### src/rtl/cfg_pkg.sv
package cfg_pkg;
  localparam int REG_W   = 8;
  localparam int FIELD_W = 4;
  localparam logic [FIELD_W-1:0] CODE_NONE  = 4'h0;
  localparam logic [FIELD_W-1:0] CODE_RESET = 4'hE;
  localparam logic [FIELD_W-1:0] CODE_ALL   = 4'hF;
  localparam logic [1:0] ADDR_SEL    = 2'd0;
  localparam logic [1:0] ADDR_DC     = 2'd1;
  localparam logic [1:0] ADDR_STATUS = 2'd2;

  typedef struct packed {
    logic selWr;
    logic dcWr;
    logic clkRise;
    logic resetReq;
    logic selInvalid;
  } cfgStrobe_t;
endpackage

### src/rtl/cfg_ctrl.sv
module cfg_ctrl
  import cfg_pkg::*;
#(
  parameter int NUM_BOARDS = 9,
  parameter int NUM_FPGAS  = 7
) (
  input  logic             wrEn,
  input  logic [1:0]       wrAddr,
  input  logic [REG_W-1:0] wrData,
  input  logic             clkLevel,
  output cfgStrobe_t       strobes
);
  localparam logic [FIELD_W-1:0] BOARD_MAX = FIELD_W'(NUM_BOARDS);
  localparam logic [FIELD_W-1:0] FPGA_MAX  = FIELD_W'(NUM_FPGAS);

  logic [FIELD_W-1:0] newBoard;
  logic [FIELD_W-1:0] newFpga;
  logic boardBad, fpgaBad, boardTargeted;

  assign newBoard = wrData[FIELD_W-1:0];
  assign newFpga  = wrData[REG_W-1:FIELD_W];

  always_comb begin
    boardBad      = (newBoard > BOARD_MAX) && (newBoard != CODE_ALL);
    fpgaBad       = (newFpga > FPGA_MAX) && (newFpga < CODE_RESET);
    boardTargeted = (newBoard != CODE_NONE) && !boardBad;

    strobes            = '0;
    strobes.selWr      = wrEn && (wrAddr == ADDR_SEL);
    strobes.dcWr       = wrEn && (wrAddr == ADDR_DC);
    strobes.clkRise    = strobes.dcWr && !clkLevel && wrData[REG_W-1];
    strobes.selInvalid = strobes.selWr && (boardBad || fpgaBad);
    strobes.resetReq   = strobes.selWr && (newFpga == CODE_RESET) && boardTargeted;
  end
endmodule

### src/rtl/cfg_datapath.sv
module cfg_datapath
  import cfg_pkg::*;
#(
  parameter int NUM_BOARDS  = 9,
  parameter int NUM_FPGAS   = 7,
  parameter int COUNT_W     = 18,
  parameter int SYNC_STAGES = 2
) (
  input  logic                  clk,
  input  logic                  rst_n,
  input  cfgStrobe_t            strobes,
  input  logic [REG_W-1:0]      wrData,
  input  logic [1:0]            rdAddr,
  output logic [REG_W-1:0]      rdData,
  output logic                  clkLevel,
  output logic [NUM_FPGAS-1:0]  cfgData,
  output logic [NUM_BOARDS-1:0] boardSel,
  output logic [NUM_FPGAS-1:0]  fpgaSel,
  output logic                  resetStrobe,
  input  logic                  initIn,
  input  logic                  doneIn,
  output logic [COUNT_W-1:0]    pulseCount
);
  localparam logic [COUNT_W-1:0] COUNT_MAX = '1;

  logic [REG_W-1:0] selReg;
  logic [REG_W-1:0] dcReg;
  logic invalidReg, abortReg;
  logic [SYNC_STAGES-1:0] initPipe, donePipe;
  logic initSync, doneSync;
  logic [FIELD_W-1:0] boardField, fpgaField;

  assign boardField = selReg[FIELD_W-1:0];
  assign fpgaField  = selReg[REG_W-1:FIELD_W];

  always_ff @(posedge clk) begin
    if (!rst_n) begin
      selReg      <= '0;
      dcReg       <= '0;
      invalidReg  <= 1'b0;
      resetStrobe <= 1'b0;
    end else begin
      resetStrobe <= strobes.resetReq;
      if (strobes.selWr) begin
        selReg     <= wrData;
        invalidReg <= strobes.selInvalid;
      end
      if (strobes.dcWr) dcReg <= wrData;
    end
  end

  // Select fan-out
  for (genvar b = 0; b < NUM_BOARDS; b++) begin : g_board
    assign boardSel[b] = !invalidReg &&
      ((boardField == FIELD_W'(b + 1)) || (boardField == CODE_ALL));
  end
  for (genvar f = 0; f < NUM_FPGAS; f++) begin : g_fpga
    assign fpgaSel[f] = !invalidReg &&
      ((fpgaField == FIELD_W'(f + 1)) || (fpgaField == CODE_ALL));
    assign cfgData[f] = dcReg[f] & fpgaSel[f];
  end

  assign clkLevel = dcReg[REG_W-1];

  // Pulse counter
  always_ff @(posedge clk) begin
    if (!rst_n) pulseCount <= '0;
    else if (strobes.selWr) pulseCount <= '0;
    else if (strobes.clkRise && (pulseCount != COUNT_MAX)) pulseCount <= pulseCount + 1'b1;
  end

  // INIT / DONE synchronizers
  always_ff @(posedge clk) begin
    if (!rst_n) begin
      initPipe <= '0;
      donePipe <= '0;
    end else begin
      initPipe <= {initPipe[SYNC_STAGES-2:0], initIn};
      donePipe <= {donePipe[SYNC_STAGES-2:0], doneIn};
    end
  end
  assign initSync = initPipe[SYNC_STAGES-1];
  assign doneSync = donePipe[SYNC_STAGES-1];

  // Sticky abort
  always_ff @(posedge clk) begin
    if (!rst_n) abortReg <= 1'b0;
    else if (strobes.selWr) abortReg <= 1'b0;
    else if (!initSync && (pulseCount != '0)) abortReg <= 1'b1;
  end

  always_comb begin
    case (rdAddr)
      ADDR_SEL:    rdData = selReg;
      ADDR_DC:     rdData = dcReg;
      ADDR_STATUS: rdData = {4'b0, invalidReg, abortReg, doneSync, initSync};
      default:     rdData = '0;
    endcase
  end

  AST_BOARD_ONEHOT: assert property (@(posedge clk) disable iff (!rst_n)
    $onehot0(boardSel) || (&boardSel));
  AST_FPGA_ONEHOT: assert property (@(posedge clk) disable iff (!rst_n)
    $onehot0(fpgaSel) || (&fpgaSel));
  AST_INVALID_NO_RESET: assert property (@(posedge clk) disable iff (!rst_n)
    strobes.selInvalid |=> !resetStrobe);
  AST_RESET_SINGLE: assert property (@(posedge clk) disable iff (!rst_n)
    resetStrobe |=> !resetStrobe);
  AST_CLK_HOLD: assert property (@(posedge clk) disable iff (!rst_n)
    !strobes.dcWr |=> $stable(clkLevel));
  AST_COUNT_STEP: assert property (@(posedge clk) disable iff (!rst_n)
    (strobes.clkRise && (pulseCount != COUNT_MAX)) |=> pulseCount == $past(pulseCount) + 1'b1);
  AST_COUNT_CLEAR: assert property (@(posedge clk) disable iff (!rst_n)
    strobes.selWr |=> pulseCount == '0);
  AST_ABORT_STICKY: assert property (@(posedge clk) disable iff (!rst_n)
    (abortReg && !strobes.selWr) |=> abortReg);
endmodule

### src/rtl/cfg_serial_master.sv
module cfg_serial_master
  import cfg_pkg::*;
#(
  parameter int NUM_BOARDS  = 9,
  parameter int COUNT_W     = 18,
  parameter int SYNC_STAGES = 2,
  localparam int NUM_FPGAS  = REG_W - 1
) (
  input  logic                  clk,
  input  logic                  rst_n,
  input  logic                  wrEn,
  input  logic [1:0]            wrAddr,
  input  logic [REG_W-1:0]      wrData,
  input  logic [1:0]            rdAddr,
  output logic [REG_W-1:0]      rdData,
  output logic                  cfgClk,
  output logic [NUM_FPGAS-1:0]  cfgData,
  output logic [NUM_BOARDS-1:0] boardSel,
  output logic [NUM_FPGAS-1:0]  fpgaSel,
  output logic                  fpgaResetStrobe,
  input  logic                  initIn,
  input  logic                  doneIn,
  output logic [COUNT_W-1:0]    pulseCount
);
  cfgStrobe_t strobes;
  logic clkLevel;

  cfg_ctrl #(.NUM_BOARDS(NUM_BOARDS), .NUM_FPGAS(NUM_FPGAS)) u_ctrl (
    .wrEn(wrEn), .wrAddr(wrAddr), .wrData(wrData),
    .clkLevel(clkLevel), .strobes(strobes)
  );

  cfg_datapath #(
    .NUM_BOARDS(NUM_BOARDS), .NUM_FPGAS(NUM_FPGAS),
    .COUNT_W(COUNT_W), .SYNC_STAGES(SYNC_STAGES)
  ) u_dp (
    .clk(clk), .rst_n(rst_n), .strobes(strobes), .wrData(wrData),
    .rdAddr(rdAddr), .rdData(rdData), .clkLevel(clkLevel),
    .cfgData(cfgData), .boardSel(boardSel), .fpgaSel(fpgaSel),
    .resetStrobe(fpgaResetStrobe), .initIn(initIn), .doneIn(doneIn),
    .pulseCount(pulseCount)
  );

  assign cfgClk = clkLevel;
endmodule

### config.mk
export PLATFORM = sky130hd
export DESIGN_NAME = cfg_serial_master
export DESIGN_NICKNAME = d
export VERILOG_FILES = /design/src/rtl/cfg_pkg.sv /design/src/rtl/cfg_ctrl.sv /design/src/rtl/cfg_datapath.sv /design/src/rtl/cfg_serial_master.sv
export SDC_FILE = /design/constraint.sdc
export NUM_CORES = 1
export LEC_CHECK = 0
export BUFFER_PORTS_ARGS = -buffer_cell sky130_fd_sc_hd__buf_4
export CAP_MARGIN = 20
export CORE_AREA = 4 4 77 79
export DETAILED_ROUTE_END_ITERATION = 16
export DIE_AREA = 0 0 81 83
export MAX_ROUTING_LAYER = met4
export PLACE_DENSITY = 0.76
export SYNTH_ARGS = -nofsm -noshare
export SYNTH_HDL_FRONTEND = slang
export SYNTH_SLANG_ARGS = --single-unit
### constraint.sdc
create_clock -name clk -period 1.8 [get_ports clk]
set_input_delay 0.27 -clock clk [delete_from_list [all_inputs] [get_ports clk]]
set_output_delay 0.27 -clock clk [all_outputs]
set_load 0.05 [all_outputs]
Word-level counts from Yosys, hierarchy flattened
Index checks and enable logic that the tools add are counted.
{ "classes": {"add_sub_neg": 1, "n_reduce_logical": 54, "bitwise": 8, "order_cmp": 3, "eq_ne": 24, "mux": 1} }
{ "ops": {"columns": ["op", "count"], "rows": [
  ["$eq A4 B3 Y1 const B", 8],
  ["$logic_and A1 B1 Y1", 28],
  ["$pmux W8 S3", 1],
  ["$eq A4 B4 Y1 const B", 5],
  ["$add A18 B1 Y18 const B", 1],
  ["$ne A18 B18 Y1 const B", 1],
  ["$reduce_bool A18 Y1", 1],
  ["$logic_or A1 B1 Y1", 17],
  ["$eq A4 B2 Y1 const B", 4],
  ["$eq A4 B1 Y1 const B", 2],
  ["$and A1 B1 Y1", 7],
  ["$eq A2 B1 Y1 const B", 2],
  ["$gt A4 B3 Y1 const B", 1],
  ["$gt A4 B4 Y1 const B", 1],
  ["$logic_not A1 Y1", 4],
  ["$logic_not A2 Y1", 2],
  ["$lt A4 B4 Y1 const B", 1],
  ["$ne A4 B4 Y1 const B", 1],
  ["$reduce_bool A4 Y1", 1],
  ["$eq A2 B2 Y1 const B", 1],
  ["$reduce_or A2 Y1", 1],
  ["$not A1 Y1", 1]
]} }
{ "totals": {"reg_bits": 41, "out_inout_bits": 51} }

Logic depth before layout (Yosys ltp)
Gate-level depths: netlist of run 1.
{ "depth": {"depth_word": 5, "mapped_depth": 6, "mapped_depth_nobuf": 6} }

Hierarchy
Synthesis of run 1 repeated with hierarchy kept, for this count alone.
{ "hier_totals": {"cells_unflattened": 283, "area_unflattened_um2": 2363.5} }
{ "by_module_without_submodules": {"columns": ["module", "instances", "cells_per_inst", "area_each_um2", "seq_area_each_um2"], "rows": [
  ["cfg_datapath", 1, 271, 2280.9, 820.8],
  ["cfg_ctrl", 1, 12, 82.6, 0.0]
]} }

Worst setup path before layout of run 1
No wires, ideal clock.
{ "synth_path": {"path_kind": "flip-flop to output port", "start": "register u_dp.selReg[7]", "end": "output port cfgData[1]", "path_stages_with_launch": 6, "path_buffers": 1, "arrival_time_ns": 2.619, "slack_ns": -1.089, "required_time_ns": 1.530, "cell_sequence": "dfxtp_1 > clkbuf_1 > and2_1 > a21oi_1 > nor3b_1 > and2_1"} }
{ "synth_between": {"elab_chain_len": 4} }
{ "synth_lines": {"columns": ["item", "line", "rtl"], "rows": [
  ["start, declared", "cfg_datapath.sv:26", "logic [REG_W-1:0] selReg;"],
  ["start signal, assigned", "cfg_datapath.sv:45", "selReg <= wrData;"],
  ["$eq A4 B2 Y1 / $eq A4 B4 Y1 (equally long branches)", "cfg_datapath.sv:59", "((fpgaField == FIELD_W'(f + 1)) || (fpgaField == CODE_ALL));"],
  ["$logic_or A1 B1 Y1 (*)", "cfg_datapath.sv:59", null],
  ["$logic_and A1 B1 Y1 (*)", "cfg_datapath.sv:58", "assign fpgaSel[f] = !invalidReg &&"],
  ["via fpgaSel[1]", "cfg_serial_master.sv:19", "output logic [NUM_FPGAS-1:0] fpgaSel,"],
  ["$and A1 B1 Y1 (*)", "cfg_datapath.sv:60", "assign cfgData[f] = dcReg[f] & fpgaSel[f];"],
  ["end, declared", "cfg_serial_master.sv:17", "output logic [NUM_FPGAS-1:0] cfgData,"]
]} }
The timed path passes the listed nets; every way through them passes the cells marked *.

Final worst setup path of run 1
{ "layout_path": {"start": "register u_dp.selReg[7]", "end": "output port cfgData[0]"} }
{ "layout_between": {"elab_chain_len": 4} }
{ "layout_lines": {"columns": ["item", "line"], "rows": [
  ["$eq A4 B1 Y1 / $eq A4 B4 Y1 (equally long branches)", "cfg_datapath.sv:59"],
  ["$logic_or A1 B1 Y1 (*)", "cfg_datapath.sv:59"],
  ["$logic_and A1 B1 Y1 (*)", "cfg_datapath.sv:58"],
  ["$and A1 B1 Y1 (*)", "cfg_datapath.sv:60"]
]} }
Every way passes the cells marked *; elsewhere a longest branch is shown, timed or not.

==> results of run 1 <==
[routing by layer]
layer	vias up	wire length [µm]	global-route usage [%]
li1	1170	-	-
met3	11	358	3.80
met2	73	2900	31.1
met5	-	0	-
met4	0	106	6.76
met1	1061	2810	23.9
[per-stage QoR]
| stage | worst slack [ns] | setup TNS (ns) |
|---|---|---|
| 6_report | 0.0600 | 0 |
| 5_1_grt | 0.000286 | 0 |
| 4_1_cts | 0.00249 | 0 |
| 3_5_place_dp | 0.0151 | 0 |
| 3_3_place_gp | 0.0535 | 0 |
| 2_1_floorplan | -0.0929 | -0.120 |
[registers in the layout (all words and copies together) (netlist names)]
signal and flops:
u_dp.pulseCount 18, u_dp.selReg 8, u_dp.invalidReg 1, u_dp.donePipe 2, u_dp.abortReg 1, u_dp.resetStrobe 1
u_dp.dcReg 8, u_dp.initPipe 2
[worst reg2reg max path, cell delays in order (launching register included)]
cell	delay, ns
dfxtp_4	0.37
ha_1	0.22
nand2_2	0.12
nor2_1	0.07
a21bo_2	0.25
or4_4	0.49
a21oi_2	0.13
[power groups by stage]
stage	Clock [mW]	Combinational, mW	Sequential, mW
floorplan	0	0.183	0.955
global placement	0	0.249	0.968
detailed placement	0	0.254	0.969
CTS	0.599	0.255	0.946
global route	0.632	0.278	0.950
finish	0.582	0.258	0.946
[timing repair]
item,CTS,global route
hold buffers,0,0
resized for setup,6,14
pin swaps,0,2
endpoints found under the setup margin,9,18
buffers inserted,0,2
[synthesized netlist by cell type (4+ instances only)]
master,instances
nor3_1,7
and2_1,13
or3_1,8
inv_1,4
or4_1,4
nand2_1,35
xor2_1,4
and3_1,7
nand3_1,8
a31oi_1,4
xnor2_1,8
o21ai_0,11
mux2i_1,18
nor2_1,23
a21boi_0,10
dfxtp_1,41
nand2b_1,5
nor2b_1,11
a21oi_1,17
clkbuf_1,13
[worst max-delay path by stage]
stage	start	endpoint	slack, ns
2_1_floorplan	u_dp.selReg[7]$_SDFFE_PN0P_	cfgData[1]	-0.09
3_3_place_gp	wrAddr[1]	u_dp.pulseCount[11]$_SDFFE_PP0P_	0.05
3_5_place_dp	wrAddr[1]	u_dp.pulseCount[11]$_SDFFE_PP0P_	0.02
4_1_cts	u_dp.selReg[7]$_SDFFE_PN0P_	cfgData[1]	0.002
5_1_grt	u_dp.pulseCount[13]$_SDFFE_PP0P_	u_dp.pulseCount[10]$_SDFFE_PP0P_	0.0003
6_report	u_dp.selReg[7]$_SDFFE_PN0P_	cfgData[0]	0.06
[cell families after synthesis]
group | share of synthesized area (%)
simple gates | 34.6
compound gates | 14.7
flops | 34.1
buf+inv | 3.74
mux | 7.48
xor+xnor | 4.36
fa+ha+maj | 1.04
[layout make-up]
type | instances | area, µm² | share of cell area, %
flip-flops and latches | 41 | 875 | 26.3
repair buffers | 83 | 634 | 19.1
well taps | 72 | 90.1 | 2.71
clock inverters | 2 | 10.0 | 0.301
clock buffers | 6 | 72.6 | 2.18
inverters | 4 | 15.0 | 0.451
multi-input cells | 229 | 1630 | 49.0
==> impl_metrics.ini, run 1 <==
[outcome]
outcome = finished, final reports clean

[worst_setup_path]
critPathBufInv = 2
timing.rr.start = u_dp.pulseCount[0]$_SDFFE_PP0P_
critPathLaunchType = flip-flop
critPathMaxStageDelay_ns = 0.41
crit_fanout = 7
reg2regPathDepth = 6
cp_cell_sequence = buf_4, nor2_1, a211oi_4, and2_4, buf_6
arrival_ns = 1.47
cp.required_ns = 1.53
crit_cells = 5
crit_slowest_cell = dfxtp_4
critPathKind = flip-flop to output port
worstSetupEndpointType = output port
crit_family = flip-flops
r2r_slack_ns = 0.08
r2r_end = u_dp.pulseCount[5]$_SDFFE_PP0P_

[drt]
drcViolationCount = 0
routed_wirelength_um = 6170
vias = 2315
ant_nets = 0
first_iter_violations = 108
post_drt_via_cell_ratio = 5.30
routedWlPerCell_um = 14.1
dr.pass1.iters = 4

[die]
start_util_pct = 45.1
die_area_mm2 = 0.00672
rows = 27
core_area_mm2 = 0.00534
die_height_um = 83
die_w_um = 81
ios = 68

[placement]
post_dp_cell_area_mm2 = 0.00318
gp_congestion = 0.925
place_hpwl_um = 4820
io_buffer_count = 67
dp.cells = 427

[pwr]
internal-power_mw = 1.30
power.switching_mw = 0.490
power.share.clock_pct = 32.6
pwr-share-comb_pct = 14.4
seqPwrFrac_pct = 53.0
p_leak_nw = 1.43
swShare_pct = 27.5
power_mw = 1.79
irDropWorstVdd_v = 0.000533
cellPowerDensity_mw_per_mm2 = 537

[synthesis]
synth_top_area_share_pct = 34.1
async_reset_ff_share_pct = 0
yosys.area.top_type = dfxtp_1
synthesis.area_mm2 = 0.00241
synth_warnings = 0
synthFlopType = dfxtp_1
synthTopCellsByArea = dfxtp_1, mux2i_1, nand2_1
ys_seq_elements = 41
ys_seq_area_share_pct = 34.1
syn_nets = 309
synth.distinct_cells = 48
synth_enable_flop_cells = 0
synthCells = 290
synth.avg_cell_area_um2 = 8.31

[layout]
instances_no_fill = 437
area_delta_synth_final_pct = 38.1
final_core_util_pct = 62.3
fillCellCount = 481
final_cell_mix = buf_4, nand2_1, nor2_1, dfxtp_2, mux2i_1
final_area_mm2 = 0.00333
final_common_cell = buf_4
drive_above_1_share_pct = 43.8
antenna_cells = 0
nets = 383

[sta]
worst_pin_slew_ns = 0.431
skew_ns = 0.00579
setup_viol_count_final = 0
fmax_mhz = 575
period_needed_ns = 1.74
slew_viol_final = 0
hold_ws_ns = 0.182
rsz0062_at_grt = false
min_period_over_period_pct = 96.7
max-slew-margin-rel_pct = 71.0
hold_viol = 0

[clock_network]
clk_pin_slew_ns = 0.08
cts_tree = done
ctsRootBufferMaster = clkbuf_8
numCtsBuffers = 5
h-tree-depth = 2
clock_latency_ns = 0.29
cts.sinks = 41
clk_path_buf_depth = 2

[global_routing]
grt-ovfl-total = 0
grt_max_degree = 25
grt_pass1_wl_um = 10200
antenna_found_initial = 0
track_usage_pct = 19.3
grt_pass1_vias = 2193

[hold_path]
hold_depth = 2
worstHoldEndpoint = u_dp.initPipe[0]$_SDFF_PN0_
hp-start = initIn
hold_class = primary input to flip-flop

[flow_run]
drv_cap = 0
No activity file was read; power rests on OpenSTA's default activity.
==> run 2, diff against run 1 <==
- clock period: 1.8 -> 1.6 ns (I/O delays scaled with it)
==> run 2 against run 1 <==
- the flow now finishes with violations (negative setup slack)
- total power is 21% higher
- die area unchanged
- global-route usage is 3.6 points higher
- worst setup slack lost 0.17 ns
- largest cell class unchanged
- highest routed layer unchanged
==> impl_metrics.ini, run 2 (same netlist as run 1, synthesis figures left out) <==
[flow_run]
drv_cap = 0

[global_routing]
grt_pass1_vias = 2493
grt_pass1_wl_um = 12100
track_usage_pct = 22.9
grt_max_degree = 25
antenna_found_initial = 0
grt-ovfl-total = 0

[outcome]
outcome = finished, violations left
violations = negative setup slack

[die]
rows = 27
core_area_mm2 = 0.00534
die_area_mm2 = 0.00672
die_w_um = 81
ios = 68
start_util_pct = 45.1
die_height_um = 83

[layout]
nets = 426
area_delta_synth_final_pct = 65.4
reg_top3 = u_dp.pulseCount x18, u_dp.dcReg x8, u_dp.selReg x8
antenna_cells = 0
final_area_mm2 = 0.00398
largest_register = u_dp.pulseCount
largest_reg_flops = 18
instances_no_fill = 480
final_cell_mix = buf_4, nand2_1, dfxtp_4, mux2i_1, buf_6
drive_above_1_share_pct = 56.6
final_common_cell = buf_4
fillCellCount = 377

[sta]
hold_viol = 0
rsz0062_at_grt = true
worst_pin_slew_ns = 0.516
period_needed_ns = 1.71
min_period_over_period_pct = 107
skew_ns = 0.0113
max-slew-margin-rel_pct = 65.3
setup_viol_count_final = 14
setup_slack_ns = -0.109
fmax_mhz = 585
slew_viol_final = 0
hold_ws_ns = 0.156

[drt]
routed_wirelength_um = 7480
dr.pass1.iters = 4
drcViolationCount = 0
post_drt_via_cell_ratio = 5.43
routedWlPerCell_um = 15.6
vias = 2607
first_iter_violations = 179
ant_nets = 0

[worst_setup_path]
arrival_ns = 1.47
cp.required_ns = 1.36
r2r_end = u_dp.pulseCount[11]$_SDFFE_PP0P_
cp_cell_sequence = and2_4, a21oi_2, nor3b_4, and2_4, buf_8
crit_slowest_cell = dfxtp_4
worstSetupEndpointType = output port
timing.rr.start = u_dp.dcReg[7]$_SDFFE_PN0N_
reg2regPathDepth = 5
critPathLaunchType = flip-flop
critPathKind = flip-flop to output port
critPathMaxStageDelay_ns = 0.42
crit_fanout = 7
r2r_slack_ns = -0.05
crit_top_cell = and2_4

[clock_network]
h-tree-depth = 2
numCtsBuffers = 5
cts.sinks = 41
clk_path_buf_depth = 2
ctsRootBufferMaster = clkbuf_8
cts_tree = done
cts_hold_buf = 0
clk_pin_slew_ns = 0.08
clock_latency_ns = 0.30

[pwr]
cellPowerDensity_mw_per_mm2 = 543
irDropWorstVdd_v = 0.000519
p_leak_nw = 1.72
power_mw = 2.16

[hold_path]
hold_class = primary input to flip-flop
hp-start = doneIn
hold_depth = 2
worstHoldEndpoint = u_dp.donePipe[0]$_SDFF_PN0_

[placement]
dp.cells = 452
io_buffer_count = 67
gp_congestion = 0.811
post_dp_cell_area_mm2 = 0.00347
place_hpwl_um = 5140
post-place-ws_ns = -0.148
==> run 2: timing repair <==
action                                  4_1_cts  5_1_grt
pin swaps                                    14       19
endpoints found under the setup margin       32       32
resized for setup                            39       38
setup buffers                                13        7
==> run 2: how the worst max path moves through the flow <==
stage                                           start                               end  cells past startpoint
final                     u_dp.selReg[7]$_SDFFE_PN0P_                        cfgData[1]                      5
after global routing      u_dp.selReg[7]$_SDFFE_PN0P_                        cfgData[1]                      5
after CTS                 u_dp.selReg[7]$_SDFFE_PN0P_                        cfgData[1]                      5
after detailed placement                    wrAddr[1]  u_dp.pulseCount[11]$_SDFFE_PP0P_                      6
after global placement                      wrAddr[1]  u_dp.pulseCount[11]$_SDFFE_PP0P_                      6
after floorplan           u_dp.selReg[7]$_SDFFE_PN0P_                        cfgData[1]                      5
==> run 2: stage by stage <==
step	util (%)	TNS, ns
final	74.6	-0.655
after global routing	74.6	-1.92
after CTS	70.8	-0.456
after detailed placement	64.9	-0.504
after global placement	64.9	-0.257
after floorplan	-	-0.953
==> run 2: cell type report <==
cell class	instances	area [µm²]	area share [%]
Clock inverter	1	3.75	0.0942
Timing Repair Buffer	126	1040	26.2
Multi-Input combinational cell	229	1820	45.7
Sequential cell	41	913	22.9
Tap cell	72	90.1	2.26
Clock buffer	7	97.6	2.45
Inverter	4	15.0	0.377
==> run 2: worst max-delay path: cells and delay by family (launching register included) <==
family | cells | cell delay (ns)
AO/OA/AOI/OAI | 1 | 0.07
buffers and inverters | 1 | 0.13
flip-flops | 1 | 0.42
AND/OR/NAND/NOR | 3 | 0.55
==> run 2: where the power goes <==
group          switching (mW)  internal [mW]  total, mW
combinational           0.194          0.169      0.363
sequential             0.0345           1.01       1.04
clock                   0.360          0.398      0.758
==> run 2: routing by layer <==
layer,part of all wire [%],GRT usage [%],routed length [µm],vias to the layer above
li1,-,-,-,1263
met1,41,27.9,3050,1225
met2,52,38.6,3860,100
met3,5.4,3.69,403,19
met4,2.3,6.61,170,0
met5,0,-,0,-
